[src/rtl/hf_align_pkg.sv]
package hf_align_pkg;

    typedef enum logic [1:0] {
        ST_UNSYNC = 2'd0,
        ST_VERIFY = 2'd1,
        ST_LOCKED = 2'd2
    } sync_state_e;

    // K28.5 data byte as seen after decoding
    localparam logic [7:0] COMMA_K28_5 = 8'hBC;

endpackage

[src/rtl/hf_comma_detect.sv]
module hf_comma_detect #(
    parameter int WORD_W = 16
) (
    input  logic [WORD_W-1:0]   rx_data,
    input  logic [WORD_W/8-1:0] rx_k,
    output logic                is_comma,
    output logic                any_k
);
    import hf_align_pkg::*;

    localparam int LANES = WORD_W / 8;

    logic [LANES-1:0] lane_k;

    // one K detector per byte lane; only lane 0 may carry the sync comma
    for (genvar i = 0; i < LANES; i++) begin : g_lane
        assign lane_k[i] = rx_k[i];
    end

    always_comb begin
        is_comma = rx_k[0] && (rx_data[7:0] == COMMA_K28_5);
        any_k    = |lane_k;
    end

endmodule

[src/rtl/hf_pos_counter.sv]
module hf_pos_counter #(
    parameter int WORDS_PER_BF = 16,
    parameter int BF_PER_HF    = 256,
    parameter int WIDX_W       = $clog2(WORDS_PER_BF),
    parameter int BIDX_W       = $clog2(BF_PER_HF)
) (
    input  logic              clk,
    input  logic              rst_n,
    input  logic              load,
    output logic [WIDX_W-1:0] word_idx,
    output logic [BIDX_W-1:0] bf_idx,
    output logic              at_start
);
    localparam logic [WIDX_W-1:0] W_LAST = WIDX_W'(WORDS_PER_BF - 1);
    localparam logic [BIDX_W-1:0] B_LAST = BIDX_W'(BF_PER_HF - 1);

    typedef struct packed {
        logic [WIDX_W-1:0] w;
        logic [BIDX_W-1:0] b;
    } pos_t;

    pos_t pos_d, pos_q;

    always_comb begin
        pos_d = pos_q;
        if (load) begin
            // the loading word is position 0/0, so the next one is word 1
            pos_d.w = WIDX_W'(1);
            pos_d.b = '0;
        end else if (pos_q.w == W_LAST) begin
            pos_d.w = '0;
            pos_d.b = (pos_q.b == B_LAST) ? '0 : pos_q.b + 1'b1;
        end else begin
            pos_d.w = pos_q.w + 1'b1;
        end
    end

    always_ff @(posedge clk or negedge rst_n) begin
        if (!rst_n) pos_q <= '0;
        else        pos_q <= pos_d;
    end

    assign word_idx = pos_q.w;
    assign bf_idx   = pos_q.b;
    assign at_start = (pos_q.w == '0) && (pos_q.b == '0);

endmodule

[src/rtl/hf_sync_fsm.sv]
module hf_sync_fsm #(
    parameter int LOCK_HITS   = 2,
    parameter int LOSS_MISSES = 3,
    parameter int ERR_W       = 8
) (
    input  logic                      clk,
    input  logic                      rst_n,
    input  logic                      is_comma,
    input  logic                      any_k,
    input  logic                      at_start,
    output hf_align_pkg::sync_state_e state,
    output logic                      load,
    output logic [ERR_W-1:0]          err_count
);
    import hf_align_pkg::*;

    localparam int HIT_W  = $clog2(LOCK_HITS + 1);
    localparam int MISS_W = $clog2(LOSS_MISSES + 1);
    localparam logic [HIT_W-1:0]  HIT_LAST  = HIT_W'(LOCK_HITS - 1);
    localparam logic [MISS_W-1:0] MISS_LAST = MISS_W'(LOSS_MISSES - 1);

    typedef struct packed {
        sync_state_e       st;
        logic [HIT_W-1:0]  hits;
        logic [MISS_W-1:0] miss;
        logic [ERR_W-1:0]  err;
    } fsm_t;

    fsm_t f_d, f_q;

    always_comb begin
        f_d  = f_q;
        load = 1'b0;
        unique case (f_q.st)
            ST_UNSYNC: begin
                if (is_comma) begin
                    load     = 1'b1;
                    f_d.st   = ST_VERIFY;
                    f_d.hits = '0;
                end
            end
            ST_VERIFY: begin
                if (at_start) begin
                    if (is_comma) begin
                        if (f_q.hits == HIT_LAST) begin
                            f_d.st   = ST_LOCKED;
                            f_d.miss = '0;
                        end else begin
                            f_d.hits = f_q.hits + 1'b1;
                        end
                    end else begin
                        f_d.st = ST_UNSYNC;
                    end
                end else if (is_comma) begin
                    // comma off position: restart from this one
                    load     = 1'b1;
                    f_d.hits = '0;
                end
            end
            ST_LOCKED: begin
                if (at_start) begin
                    if (is_comma) begin
                        f_d.miss = '0;
                    end else if (f_q.miss == MISS_LAST) begin
                        f_d.st = ST_UNSYNC;
                    end else begin
                        f_d.miss = f_q.miss + 1'b1;
                    end
                end else if (any_k && (f_q.err != '1)) begin
                    f_d.err = f_q.err + 1'b1;
                end
            end
            default: f_d.st = ST_UNSYNC;
        endcase
    end

    always_ff @(posedge clk or negedge rst_n) begin
        if (!rst_n) begin
            f_q.st   <= ST_UNSYNC;
            f_q.hits <= '0;
            f_q.miss <= '0;
            f_q.err  <= '0;
        end else begin
            f_q <= f_d;
        end
    end

    assign state     = f_q.st;
    assign err_count = f_q.err;

endmodule

[src/rtl/hf_rx_aligner.sv]
module hf_rx_aligner #(
    parameter int WORD_W       = 16,
    parameter int WORDS_PER_BF = 16,
    parameter int BF_PER_HF    = 256,
    parameter int LOCK_HITS    = 2,
    parameter int LOSS_MISSES  = 3,
    parameter int ERR_W        = 8
) (
    input  logic                          clk,
    input  logic                          rst_n,
    input  logic [WORD_W-1:0]             rx_data,
    input  logic [WORD_W/8-1:0]           rx_k,
    output logic                          iq_valid,
    output logic [WORD_W-1:0]             iq_data,
    output logic                          ctrl_valid,
    output logic [WORD_W-1:0]             ctrl_data,
    output logic [$clog2(BF_PER_HF)-1:0]  ctrl_bf_idx,
    output logic [1:0]                    sync_state,
    output logic                          locked,
    output logic [ERR_W-1:0]              err_count
);
    import hf_align_pkg::*;

    localparam int WIDX_W = $clog2(WORDS_PER_BF);
    localparam int BIDX_W = $clog2(BF_PER_HF);

    logic              is_comma;
    logic              any_k;
    logic              load;
    logic              at_start;
    logic [WIDX_W-1:0] word_idx;
    logic [BIDX_W-1:0] bf_idx;
    sync_state_e       st;

    hf_comma_detect #(.WORD_W(WORD_W)) u_det (
        .rx_data  (rx_data),
        .rx_k     (rx_k),
        .is_comma (is_comma),
        .any_k    (any_k)
    );

    hf_pos_counter #(
        .WORDS_PER_BF (WORDS_PER_BF),
        .BF_PER_HF    (BF_PER_HF)
    ) u_pos (
        .clk      (clk),
        .rst_n    (rst_n),
        .load     (load),
        .word_idx (word_idx),
        .bf_idx   (bf_idx),
        .at_start (at_start)
    );

    hf_sync_fsm #(
        .LOCK_HITS   (LOCK_HITS),
        .LOSS_MISSES (LOSS_MISSES),
        .ERR_W       (ERR_W)
    ) u_fsm (
        .clk       (clk),
        .rst_n     (rst_n),
        .is_comma  (is_comma),
        .any_k     (any_k),
        .at_start  (at_start),
        .state     (st),
        .load      (load),
        .err_count (err_count)
    );

    typedef struct packed {
        logic              iq_v;
        logic [WORD_W-1:0] iq_d;
        logic              ctrl_v;
        logic [WORD_W-1:0] ctrl_d;
        logic [BIDX_W-1:0] bf;
    } out_t;

    out_t o_d, o_q;

    always_comb begin
        o_d        = o_q;
        o_d.iq_v   = 1'b0;
        o_d.ctrl_v = 1'b0;
        if ((st == ST_LOCKED) && !at_start) begin
            if (word_idx == '0) begin
                o_d.ctrl_v = 1'b1;
                o_d.ctrl_d = rx_data;
                o_d.bf     = bf_idx;
            end else begin
                o_d.iq_v = 1'b1;
                o_d.iq_d = rx_data;
            end
        end
    end

    always_ff @(posedge clk or negedge rst_n) begin
        if (!rst_n) o_q <= '0;
        else        o_q <= o_d;
    end

    assign iq_valid    = o_q.iq_v;
    assign iq_data     = o_q.iq_d;
    assign ctrl_valid  = o_q.ctrl_v;
    assign ctrl_data   = o_q.ctrl_d;
    assign ctrl_bf_idx = o_q.bf;
    assign sync_state  = st;
    assign locked      = (st == ST_LOCKED);

endmodule

[config.mk]
export PLATFORM = sky130hd
export DESIGN_NAME = hf_rx_aligner
export DESIGN_NICKNAME = d
export VERILOG_FILES = /design/src/rtl/hf_align_pkg.sv /design/src/rtl/hf_comma_detect.sv /design/src/rtl/hf_pos_counter.sv /design/src/rtl/hf_sync_fsm.sv /design/src/rtl/hf_rx_aligner.sv
export SDC_FILE = /design/constraint.sdc
export NUM_CORES = 1
export LEC_CHECK = 0
export BUFFER_PORTS_ARGS = -buffer_cell sky130_fd_sc_hd__buf_2
export CAP_MARGIN = 30
export CORE_ASPECT_RATIO = 0.7
export CORE_MARGIN = 10
export CORE_UTILIZATION = 57
export CTS_CLUSTER_SIZE = 25
export DETAILED_ROUTE_END_ITERATION = 8
export PLACE_DENSITY = 0.92
export SLEW_MARGIN = 20
export SYNTH_ARGS = -nofsm -noshare
export SYNTH_HDL_FRONTEND = slang
export SYNTH_SLANG_ARGS = --single-unit
[constraint.sdc]
create_clock -name clk -period 3.1 [get_ports clk]
set_input_delay 0.31 -clock clk [delete_from_list [all_inputs] [get_ports clk]]
set_output_delay 0.31 -clock clk [all_outputs]
set_load 0.01 [all_outputs]
Word-level counts from Yosys, hierarchy flattened
Index checks and enable logic that the tools add are counted.
{ "word_totals": {"mem_bits_ro": 0, "output_inout_bits": 53, "ram_bits": 0, "latchBits": 0, "wordCells": 83, "register_bits": 68, "mem_count": 0, "in_bits": 20} }
{ "op_classes": {"n_addsub": 5, "bitwise_logic": 2, "div_mod_pow": 0, "magnitude_cmp": 0, "mul": 0, "n_mux": 29, "shifts": 0, "n_eq_ne": 18, "reduce_logical": 18} }
{ "op_table": {"columns": ["op", "n"], "rows": [
  ["two-way mux 42 bit", 1],
  ["two-way mux 2 bit", 14],
  ["two-way mux 25 bit", 1],
  ["two-way mux 17 bit", 1],
  ["adder 8 x 1 -> 8 bit (second input constant)", 2],
  ["== test 8 bit (second input constant)", 2],
  ["two-way mux 8 bit", 2],
  ["two-way mux 12 bit", 1],
  ["two-way mux 4 bit", 3],
  ["AND reduction 6 bit", 2],
  ["zero test 8 bit", 1],
  ["!= test 2 bit (second input constant)", 4],
  ["!= test 8 bit (second input constant)", 1],
  ["case mux 2 bit (2 select lines)", 2],
  ["!= test 2 x 1 -> 1 bit (second input constant)", 3],
  ["!= test 3 bit (second input constant)", 2],
  ["case mux 2 bit (3 select lines)", 1],
  ["nonzero test 2 bit", 3],
  ["adder 2 x 1 -> 2 bit (second input constant)", 2],
  ["adder 4 x 1 -> 4 bit (second input constant)", 1],
  ["== test 2 x 1 -> 1 bit (second input constant)", 2],
  ["== test 2 bit (second input constant)", 2],
  ["== test 4 bit (second input constant)", 1],
  ["logical AND 1 bit", 4],
  ["11 further kinds", 14]
]} }

Logic depth before layout (Yosys ltp)
Gate-level depths: netlist of the first run.
{ "depth": {"word_depth": 6, "ltp_mapped": 7} }

Cells and area by module
Synthesis of the first run repeated with hierarchy kept, for this count alone.
{ "unflattened": {"hier_cells": 252, "hier_area_um2": 3194.3} }
{ "modules_own_cells": {"columns": ["module", "seq_area_each_um2", "area_each_um2", "instances", "cells_each"], "rows": [
  ["hf_rx_aligner", 1051.0, 1649.1, 1, 92],
  ["hf_sync_fsm", 350.3, 843.3, 1, 83],
  ["hf_pos_counter", 300.3, 665.6, 1, 73],
  ["hf_comma_detect", 0.0, 36.3, 1, 4]
]} }

Least setup slack after synthesis of the first run
No wires, ideal clock.
{ "synth_timing": {"path_type": "reg-to-reg", "startpoint": "reg u_pos.pos_q, in the netlist u_pos.word_idx[0]", "endpoint": "reg o_q, in the netlist ctrl_data[0]", "stages_incl_launch_ff": 8, "slack_ps": 1266, "t_required_ps": 2975, "period_less_slack_ps": 1834, "arrival_ps": 1710, "path_cell_list": "dfrtp_1 > inv_1 > ha_1 > nor3b_4 > nand2_1 > a21oi_2 > buf_6 > mux2_2"} }
{ "synth_via": {"elab_chain_len": 5} }
{ "synth_rtl": {"columns": ["item", "line", "text"], "rows": [
  ["start: declaration", "hf_pos_counter.sv:22", "pos_t pos_d, pos_q;"],
  ["start signal: assignment", "hf_pos_counter.sv:40", "else pos_q <= pos_d;"],
  ["zero test 4 bit *", "hf_pos_counter.sv:45, hf_rx_aligner.sv:84", null],
  ["logical AND 1 bit", "hf_pos_counter.sv:45", "assign at_start = (pos_q.w == '0) && (pos_q.b == '0);"],
  ["zero test 1 bit", "hf_rx_aligner.sv:83", "if ((st == ST_LOCKED) && !at_start) begin"],
  ["logical AND 1 bit", "hf_rx_aligner.sv:83", null],
  ["AND reduction 2 bit (no source line) *", null, null],
  ["end signal: assignment", "hf_rx_aligner.sv:96", "if (!rst_n) o_q <= '0;"],
  ["end signal: assignment", "hf_rx_aligner.sv:97", "else o_q <= o_d;"],
  ["end: declaration", "hf_rx_aligner.sv:77", "out_t o_d, o_q;"]
]} }
Mark *: on every way between the ends. The rest lies on a longest branch, timed or not.
A chain may end at the register's enable or synchronous reset.

Worst setup path after layout of the first run
{ "layout_timing": {"startpoint": "reg u_pos.pos_q, in the netlist u_pos.word_idx[0]", "endpoint": "reg o_q, in the netlist iq_data[12]"} }
The elaborated chain is that of the path after synthesis.

==> flow_metrics.env, run 1 <==
export IMPL_outcome="finished, final reports clean"
export IMPL_num_rows=22
export IMPL_p_int_uw=1523
export IMPL_io_buffers=72
export IMPL_postCtsSetupRepairBufs=0
export IMPL_worstMarginPinSlew_ns=0.8645
export IMPL_grt_pass1_wl_mm=11.63
export IMPL_ff2ff_path_depth=5
export IMPL_antenna_found_initial=0
export IMPL_dr_pass1_iters=5
export IMPL_clk_pin_slew_ns=0.08
export IMPL_finClkSkew_ns=0.009801
export IMPL_synth_warnings=0
export IMPL_synth_area_top_cells="dfrtp_1 (55%), mux2_2 (14%), ha_1 (2.8%)"
export IMPL_cts_tree="built"
export IMPL_vias_per_cell=5.503
export IMPL_wirelength_mm=7.223
export IMPL_synth_top_area_share_pct=55.17
export IMPL_seqPwrFrac_pct=48.7
export IMPL_crit_type="reg -> reg"
export IMPL_h_tree_depth=3
export IMPL_fmax_mhz=487.2
export IMPL_layout_drive_gt1_share_pct=44.90
export IMPL_slew_viol_final=0
export IMPL_synth_top_cell_by_area="dfrtp_1"
export IMPL_vias=2124
export IMPL_finalCriticalPeriod_ns=2.053
export IMPL_dp_hpwl_mm=5.164
export IMPL_p_sw_uw=604.7
export IMPL_utilization_pct=70.10
export IMPL_yosysMostFrequentCell="dfrtp_1"
export IMPL_cap_violations=0
export IMPL_remaining_drc_errors=0
export IMPL_clk_latency_ns=0.35
export IMPL_antenna_cells=0
export IMPL_seq_area_frac_synth_pct=55.17
export IMPL_area_delta_synth_final_pct=18.86
export IMPL_cts_sinks=68
export IMPL_drtAntennaViolNets=0
export IMPL_dieArea_sq_mm=0.008800
export IMPL_power_share_combinational_pct=13.0
export IMPL_async_reset_ff_share_pct=100.0
export IMPL_finalCritPeriodShare_pct=66.22
export IMPL_synth_seq_cells=68
export IMPL_wire_per_inst_microns=18.71
export IMPL_synthesis_area_sq_mm=0.003084
export IMPL_cts_buffer_depth=2
export IMPL_initial_core_util_pct=58.97
export IMPL_die_height_microns=81.55
export IMPL_hold_path_class="in -> reg"
export IMPL_yosys_area_share_simple_pct=12.62
export IMPL_setup_tns_ns=0
export IMPL_synth_cell_types=50
export IMPL_synth_commonest_cells="dfrtp_1 (68), mux2_2 (39), nand2_1 (12)"
export IMPL_synthMuxAreaShare_pct=15.29
export IMPL_max_slew_margin_pct=42.30
export IMPL_end_kind="flip-flop"
export IMPL_grt_pass1_vias=2310
export IMPL_overflow=0
export IMPL_ir_drop_mv=0.3174
export IMPL_synth_compound_area_share_pct=6.085
export IMPL_synth_top_flop_cell="dfrtp_1"
export IMPL_syn_nets=265
export IMPL_start_kind="flip-flop"
export IMPL_grt_max_degree=48
export IMPL_syn_inst=238
export IMPL_core_sq_mm=0.005230
export IMPL_drt_iter0_markers=126
export IMPL_min_delay_path_depth=2
export IMPL_io_pins=73
export IMPL_cts_inserted_buffers=9
export IMPL_power_density_mw_per_mm2=580.3
export IMPL_switching_share_pct=28.42
export IMPL_synth_top_family_by_area="multiplexers"
export IMPL_syn_area_per_cell_sq_um=12.96
export IMPL_synthXorXnorAreaFrac_pct=3.124
export IMPL_cts_root_buf="clkbuf_8"
export IMPL_finalHoldViolations=0
export IMPL_cp_arrival_ns=2.28
export IMPL_finalNetCount=336
export IMPL_rsz0062_at_grt="no"
export IMPL_p_clk_share_pct=38.4
export IMPL_die_width_microns=107.9
export IMPL_setup_viol=0
export IMPL_synth_enable_flop_cells=0
export IMPL_leakage_uw=0.002004
export IMPL_groute_usage_overall_pct=16.97
export IMPL_gp_congestion=0.7773
export IMPL_cp_required_ns=3.33
export IMPL_reg2reg_slack_ns=1.05
export IMPL_crit_fanout=17
export IMPL_synthAdderAreaFrac_pct=2.840
power groups by stage:
stage	clock, uW	sequential, uW	combinational (uW)
6_report	816	1040	276
5_1_grt	874	1040	307
4_1_cts	828	1030	277
3_5_place_dp	0	1050	275
3_3_place_gp	0	1040	255
2_1_floorplan	0	1020	198
what timing repair did:
action                    in CTS  in global routing
resized for setup              0                  0
hold buffers                   1                  0
hold endpoints to repair      21                  0
placed cells by master, fill, tap and decap left out, drive strengths merged, types with 4 or more instances in the layout:
cell type / instances
buf: 75
dfrtp: 68
mux2: 41
nand2: 12
a21oi: 11
nand3: 10
xor2: 10
clkbuf: 9
nor2: 8
inv: 8
ha: 7
nand4: 4
nor3b: 4
and3: 4
layout make-up:
| type | count | area (sq um) |
|---|---|---|
| repair buffers | 76 | 392.9 |
| inverters | 7 | 26.28 |
| multi-input cells | 147 | 1232 |
| clock inverters | 7 | 98.84 |
| clock buffers | 9 | 123.9 |
| flip-flops and latches | 68 | 1702 |
| fillers | 373 | 1564 |
| well taps | 72 | 90.09 |
state kept, by name, summed over array words and instances, names as in the netlist:
| register | cells |
|---|---|
| u_fsm.f_q | 4 |
| u_fsm.err_count | 8 |
| u_pos.bf_idx | 8 |
| ctrl_valid | 1 |
| ctrl_data | 16 |
| u_pos.word_idx | 4 |
| u_fsm.state | 2 |
| iq_valid | 1 |
| ctrl_bf_idx | 8 |
| iq_data | 16 |
routing by layer:
layer	routed length [microns]	vias to the layer above	global-route usage [%]
li1	-	991	-
met1	2854	1073	18.33
met2	3771	52	29.50
met3	497	8	7.740
met4	99	0	5.452
met5	0	-	0
critical path, cell delays in order, from the launching register on:
cell,delay [ns]
dfrtp_1,0.40
inv_1,0.08
ha_1,0.20
nor3b_4,0.16
nor2_2,0.66
mux2_2,0.42
metrics by stage:
stage	hold WS [ns]	cells	cell area, sq um	setup WS [ns]	power [uW]
after floorplan	0.01441	238	3084	1.266	1219
after global placement	0.2881	369	3433	1.191	1293
after detailed placement	0.2944	369	3433	1.035	1323
after CTS	0.1909	386	3666	1.029	2136
after global routing	0.1788	386	3666	0.9313	2224
final	0.2066	386	3666	1.047	2128
cell families (layout without fill, tap and decap cells):
logic type,after synthesis,after routing
XOR/XNOR,11,11
buffers and inverters,23,99
adder cells (fa/ha/maj),7,7
AO/OA/AOI/OAI,26,26
AND/OR/NAND/NOR,61,61
flip-flops,68,68
multiplexers,42,42
worst paths after layout:
kind                              startpoint                 to
min reg2reg                    u_fsm.f_q[10]      u_fsm.f_q[10]
min in group asynchronous              rst_n           iq_valid
min                              rx_data[10]        iq_data[10]
max in group asynchronous              rst_n  u_pos.word_idx[3]
max                        u_pos.word_idx[0]        iq_data[12]
max reg2reg                u_pos.word_idx[0]        iq_data[12]
Power figures use the tool's default switching activity.
==> run 2: changes to the inputs <==
CORE_UTILIZATION = 53   (was 57)
PLACE_DENSITY = 0.87   (was 0.92)
clock period = 2 ns   (was 3.1 ns; I/O delays follow)
==> run 2 against run 1 <==
Against the previous run: fmax grew 8.7%; global-route usage is 1.6 points lower; sequential share of layout area fell by 1.2 points; sequential power is 50% higher; die area grew 5.9%; first-iteration DRC count down 31%; non-clock buffer count is 13 higher; power increased by 48%; worst setup slack lost 0.94 ns; core utilization is 3.6 points lower; clock-buffer cell count is 2 higher; critical path type unchanged; largest cell class unchanged; largest power group unchanged.
==> flow_metrics.env, run 2 (synthesis gave the netlist of run 1 again) <==
export IMPL_finClkSkew_ns=0.006615
export IMPL_cts_inserted_buffers=9
export IMPL_wire_per_inst_microns=17.53
export IMPL_leakage_uw=0.002067
export IMPL_end_kind="flip-flop"
export IMPL_area_delta_synth_final_pct=22.15
export IMPL_final_cells=402
export IMPL_min_delay_path_depth=2
export IMPL_crit_type="reg -> reg"
export IMPL_switching_share_pct=28.68
export IMPL_seqPwrFrac_pct=49.4
export IMPL_overflow=0
export IMPL_core_sq_mm=0.005669
export IMPL_cp_required_ns=2.21
export IMPL_outcome="finished, final reports clean"
export IMPL_num_rows=23
export IMPL_start_kind="flip-flop"
export IMPL_power_density_mw_per_mm2=837.2
export IMPL_critical_path_reg2reg_endpoint="u_fsm.f_q[10]"
export IMPL_cts_root_buf="clkbuf_8"
export IMPL_die_height_microns=83.83
export IMPL_setup_ws_ns=0.1113
export IMPL_p_int_uw=2250
export IMPL_cts_buffer_depth=2
export IMPL_final_cell_mix="buf_2 (72), dfrtp_1 (68), mux2_2 (39)"
export IMPL_vias_per_cell=5.433
export IMPL_hold_path_class="in -> reg"
export IMPL_dp_hpwl_mm=5.208
export IMPL_grt_max_degree=69
export IMPL_cp_arrival_ns=2.10
export IMPL_crit_fanout=8
export IMPL_dr_pass1_iters=4
export IMPL_finalHoldViolations=0
export IMPL_gp_congestion=0.8062
export IMPL_reg2reg_slack_ns=0.11
export IMPL_dieArea_sq_mm=0.009319
export IMPL_hold_ws_ns=0.08372
export IMPL_ir_drop_mv=0.5185
export IMPL_drt_iter0_markers=87
export IMPL_multi_input_area_sq_mm=0.001244
export IMPL_clk_pin_slew_ns=0.07
export IMPL_finalNetCount=349
export IMPL_grt_pass1_vias=2310
export IMPL_initial_core_util_pct=54.40
export IMPL_max_slew_margin_pct=58.57
export IMPL_rr_startpoint="u_pos.word_idx[0]"
export IMPL_finalCritPeriodShare_pct=94.44
export IMPL_power_share_combinational_pct=17.6
export IMPL_place_ws_ns=0.03456
export IMPL_h_tree_depth=3
export IMPL_finalCriticalPeriod_ns=1.889
export IMPL_layout_drive_gt1_share_pct=47.71
export IMPL_p_sw_uw=904.5
export IMPL_cts_sinks=68
export IMPL_dp_cells=385
export IMPL_setup_viol=0
export IMPL_setup_tns_ns=0
export IMPL_io_pins=73
export IMPL_hp_start="rx_data[15]"
export IMPL_remaining_drc_errors=0
export IMPL_wirelength_mm=7.048
export IMPL_vias=2184
export IMPL_min_to="ctrl_data[15]"
export IMPL_antenna_cells=0
export IMPL_final_common_cell="buf_2"
export IMPL_drtAntennaViolNets=0
export IMPL_ff2ff_path_depth=8
export IMPL_n_fill_cell=411
export IMPL_groute_usage_overall_pct=15.41
export IMPL_die_width_microns=111.2
export IMPL_grt_pass1_wl_mm=11.66
export IMPL_regArea_sq_mm=0.001702
export IMPL_clk_latency_ns=0.35
export IMPL_worstMarginPinSlew_ns=0.6167
export IMPL_p_clk_share_pct=32.9
export IMPL_io_buffers=72
export IMPL_fmax_mhz=529.5
export IMPL_cts_tree="built"
export IMPL_antenna_found_initial=0
export IMPL_cap_violations=0
export IMPL_slew_viol_final=0
## run 2: metal layers
metal	share of wire (%)	GRT usage [%]	vias up	routed length (microns)
met5	0	0	-	0
met4	2.0	6.752	0	138
met3	6.6	6.322	12	462
met2	50	25.17	60	3546
met1	41	17.35	1099	2899
li1	-	-	1013	-
## run 2: worst max-delay path by stage
stage | cells after the start | from | to
floorplan | 7 | u_pos.word_idx[0] | ctrl_data[0]
global placement | 7 | u_pos.word_idx[0] | u_pos.bf_idx[5]
detailed placement | 7 | u_pos.word_idx[0] | u_pos.bf_idx[7]
CTS | 7 | u_pos.word_idx[0] | u_pos.bf_idx[6]
global route | 8 | u_pos.word_idx[0] | u_fsm.f_q[10]
finish | 8 | u_pos.word_idx[0] | u_fsm.f_q[10]
## run 2: cell type report
cell class / count / share of cell area (%)
Clock buffer: 11 / 4.019
Clock inverter: 5 / 0.9299
Timing Repair Buffer: 89 / 13.68
Tap cell: 75 / 2.491
Inverter: 7 / 0.6974
Sequential cell: 68 / 45.17
Multi-Input combinational cell: 147 / 33.01
## run 2: repair_timing
| item | in CTS | in global routing |
|---|---|---|
| endpoints found under the hold margin | 68 | 0 |
| buffers inserted | 0 | 0 |
| hold buffers | 1 | 0 |
| resized for setup | 0 | 2 |
| endpoints found under the setup margin | 0 | 9 |
## run 2: worst max-delay path: stages (launching register included)
cell	delay (ns)
dfrtp_1	0.34
inv_1	0.06
ha_1	0.19
nor3b_4	0.15
buf_4	0.15
and3_2	0.26
buf_4	0.17
a311oi_2	0.30
mux2i_1	0.12
## run 2: power by group through the flow
stage / clock network, uW / logic [uW] / registers, uW
final: 1040 / 557 / 1560
after global routing: 1110 / 622 / 1570
after CTS: 1060 / 555 / 1550
after detailed placement: 0 / 553 / 1580
after global placement: 0 / 534 / 1570
after floorplan: 0 / 308 / 1580
## run 2: per-stage QoR
| step | utilization [%] | instance area (sq um) | power, uW |
|---|---|---|---|
| after floorplan | - | 3084 | 1890 |
| after global placement | 62.79 | 3560 | 2106 |
| after detailed placement | 62.79 | 3560 | 2132 |
| after CTS | 66.25 | 3756 | 3174 |
| after global routing | 66.45 | 3767 | 3302 |
| final | 66.45 | 3767 | 3154 |
==> run 3: changes to the inputs <==
CORE_UTILIZATION = 30   (was 53)
PLACE_DENSITY = 0.58   (was 0.87)
==> run 3 against run 2 <==
Against the previous run: clock skew fell by 0.0029 ns; combinational power is 3.9% higher; critical path depth is the same; critical endpoint is now ctrl_data[12]; clock-buffer cell count fell by 1; non-clock buffer count up 5; worst setup slack improved by 0.049 ns; sequential power is essentially flat; cell count grew 14%; first-iteration DRC count is 30% higher.
==> flow_metrics.env, run 3 (synthesis gave the netlist of run 1 again) <==
export IMPL_wirelength_mm=7.156
export IMPL_postCtsSetupRepairBufs=0
export IMPL_crit_type="reg -> reg"
export IMPL_drtAntennaViolNets=0
export IMPL_cap_violations=0
export IMPL_grt_max_degree=69
export IMPL_min_delay_path_depth=2
export IMPL_slew_viol_final=0
export IMPL_antenna_cells=0
export IMPL_grt_pass1_vias=2281
export IMPL_wire_per_inst_microns=15.56
export IMPL_ff2ff_path_depth=8
export IMPL_max_slew_margin_pct=62.57
export IMPL_clk_pin_slew_ns=0.06
export IMPL_hold_ws_ns=0.1070
export IMPL_cts_sinks=68
export IMPL_finClkSkew_ns=0.003682
export IMPL_n_fill_cell=929
export IMPL_worstMarginPinSlew_ns=0.5572
export IMPL_finalHoldViolations=0
export IMPL_final_cell_mix="buf_2 (72), dfrtp_1 (68), mux2_2 (39)"
export IMPL_die_height_microns=104.8
export IMPL_regArea_sq_mm=0.001702
export IMPL_layout_drive_gt1_share_pct=48.19
export IMPL_remaining_drc_errors=0
export IMPL_initial_core_util_pct=31.24
export IMPL_io_buffers=72
export IMPL_vias=2102
export IMPL_dr_pass1_iters=4
export IMPL_multi_input_area_sq_mm=0.001237
export IMPL_setup_viol=0
export IMPL_cp_arrival_ns=2.05
export IMPL_area_delta_synth_final_pct=28.68
export IMPL_hold_path_class="in -> reg"
export IMPL_overflow=0
export IMPL_fmax_mhz=543.6
export IMPL_leakage_uw=0.002138
export IMPL_rsz0062_at_grt="no"
export IMPL_finalCriticalPeriod_ns=1.839
export IMPL_end_kind="flip-flop"
export IMPL_grt_pass1_wl_mm=12.08
export IMPL_io_pins=73
export IMPL_num_rows=30
export IMPL_place_area_sq_mm=0.003651
export IMPL_drt_iter0_markers=113
export IMPL_finalCritPeriodShare_pct=91.97
export IMPL_fin_total_pwr_uw=3695
export IMPL_groute_usage_overall_pct=10.16
export IMPL_outcome="finished, final reports clean"
export IMPL_clk_latency_ns=0.33
export IMPL_crit_fanout=13
export IMPL_gp_congestion=0.7430
export IMPL_dp_hpwl_mm=5.377
export IMPL_die_width_microns=141.2
export IMPL_start_kind="flip-flop"
export IMPL_cts_buffer_depth=2
export IMPL_power_density_mw_per_mm2=931.0
export IMPL_utilization_pct=40.20
export IMPL_ir_drop_mv=0.4481
export IMPL_finalNetCount=354
export IMPL_cts_tree="built"
export IMPL_dp_cells=443
export IMPL_final_common_cell="buf_2"
export IMPL_antenna_found_initial=0
export IMPL_core_sq_mm=0.009872
export IMPL_vias_per_cell=4.570
export IMPL_stdcell_area_sq_mm=0.003969
export IMPL_h_tree_depth=3
export IMPL_dieArea_sq_mm=0.01480
export IMPL_final_cells=460
export IMPL_cp_required_ns=2.21
export IMPL_cts_inserted_buffers=9
export IMPL_cts_root_buf="clkbuf_16"
==> run 3: area by class of cell <==
cell class                 count  share of cell area [%]
inverter                       7                  0.6620
clock buffer                  10                   6.021
tap                          128                   4.035
multi-input combinational    147                   31.18
sequential                    68                   42.88
timing repair buffer          94                   13.62
clock inverter                 6                   1.608
==> run 3: final timing paths <==
kind / startpoint / endpoint / slack (ns)
max: u_pos.word_idx[0] / ctrl_data[12] / 0.16
min: rx_data[15] / ctrl_data[15] / 0.11
max reg2reg: u_pos.word_idx[0] / ctrl_data[12] / 0.16
min reg2reg: u_fsm.err_count[7] / u_fsm.err_count[7] / 0.48
max in group asynchronous: rst_n / ctrl_data[9] / 1.28
min in group asynchronous: rst_n / ctrl_data[15] / 0.42
==> run 3: worst max-delay path, cell delays in order, from the launching register on <==
cell	delay [ns]
dfrtp_1	0.37
inv_1	0.08
ha_1	0.14
nor3b_4	0.18
buf_4	0.15
nand2_1	0.06
a21oi_2	0.13
buf_4	0.24
mux2_2	0.36
==> run 3: what timing repair did <==
item | CTS | global route
setup endpoints to repair | 6 | 0
hold buffers | 1 | 0
resized for setup | 1 | 0
hold endpoints to repair | 68 | 0
==> run 3: report_power, final <==
group | internal [uW] | switching [uW] | leakage (uW)
combinational | 279 | 300 | 0.00106
clock | 995 | 574 | 0.000144
sequential | 1460 | 83.0 | 0.000929
total | 2740 | 957 | 0.00214
==> run 3: per-layer routing <==
| metal | wire, microns | vias to the layer above | global-route usage, % |
|---|---|---|---|
| met5 | 0 | - | 0 |
| met4 | 123 | 0 | 3.750 |
| met3 | 537 | 12 | 4.885 |
| met2 | 3138 | 53 | 14.75 |
| met1 | 3356 | 1010 | 12.74 |
| li1 | - | 1027 | - |
==> run 3: per-stage QoR <==
stage | setup WS [ns] | setup TNS (ns)
6_report | 0.1605 | 0
5_1_grt | 0.03853 | 0
4_1_cts | 0.1364 | 0
3_5_place_dp | -0.01507 | -0.05634
2_1_floorplan | 0.1656 | 0
3_3_place_gp | 0.1129 | 0
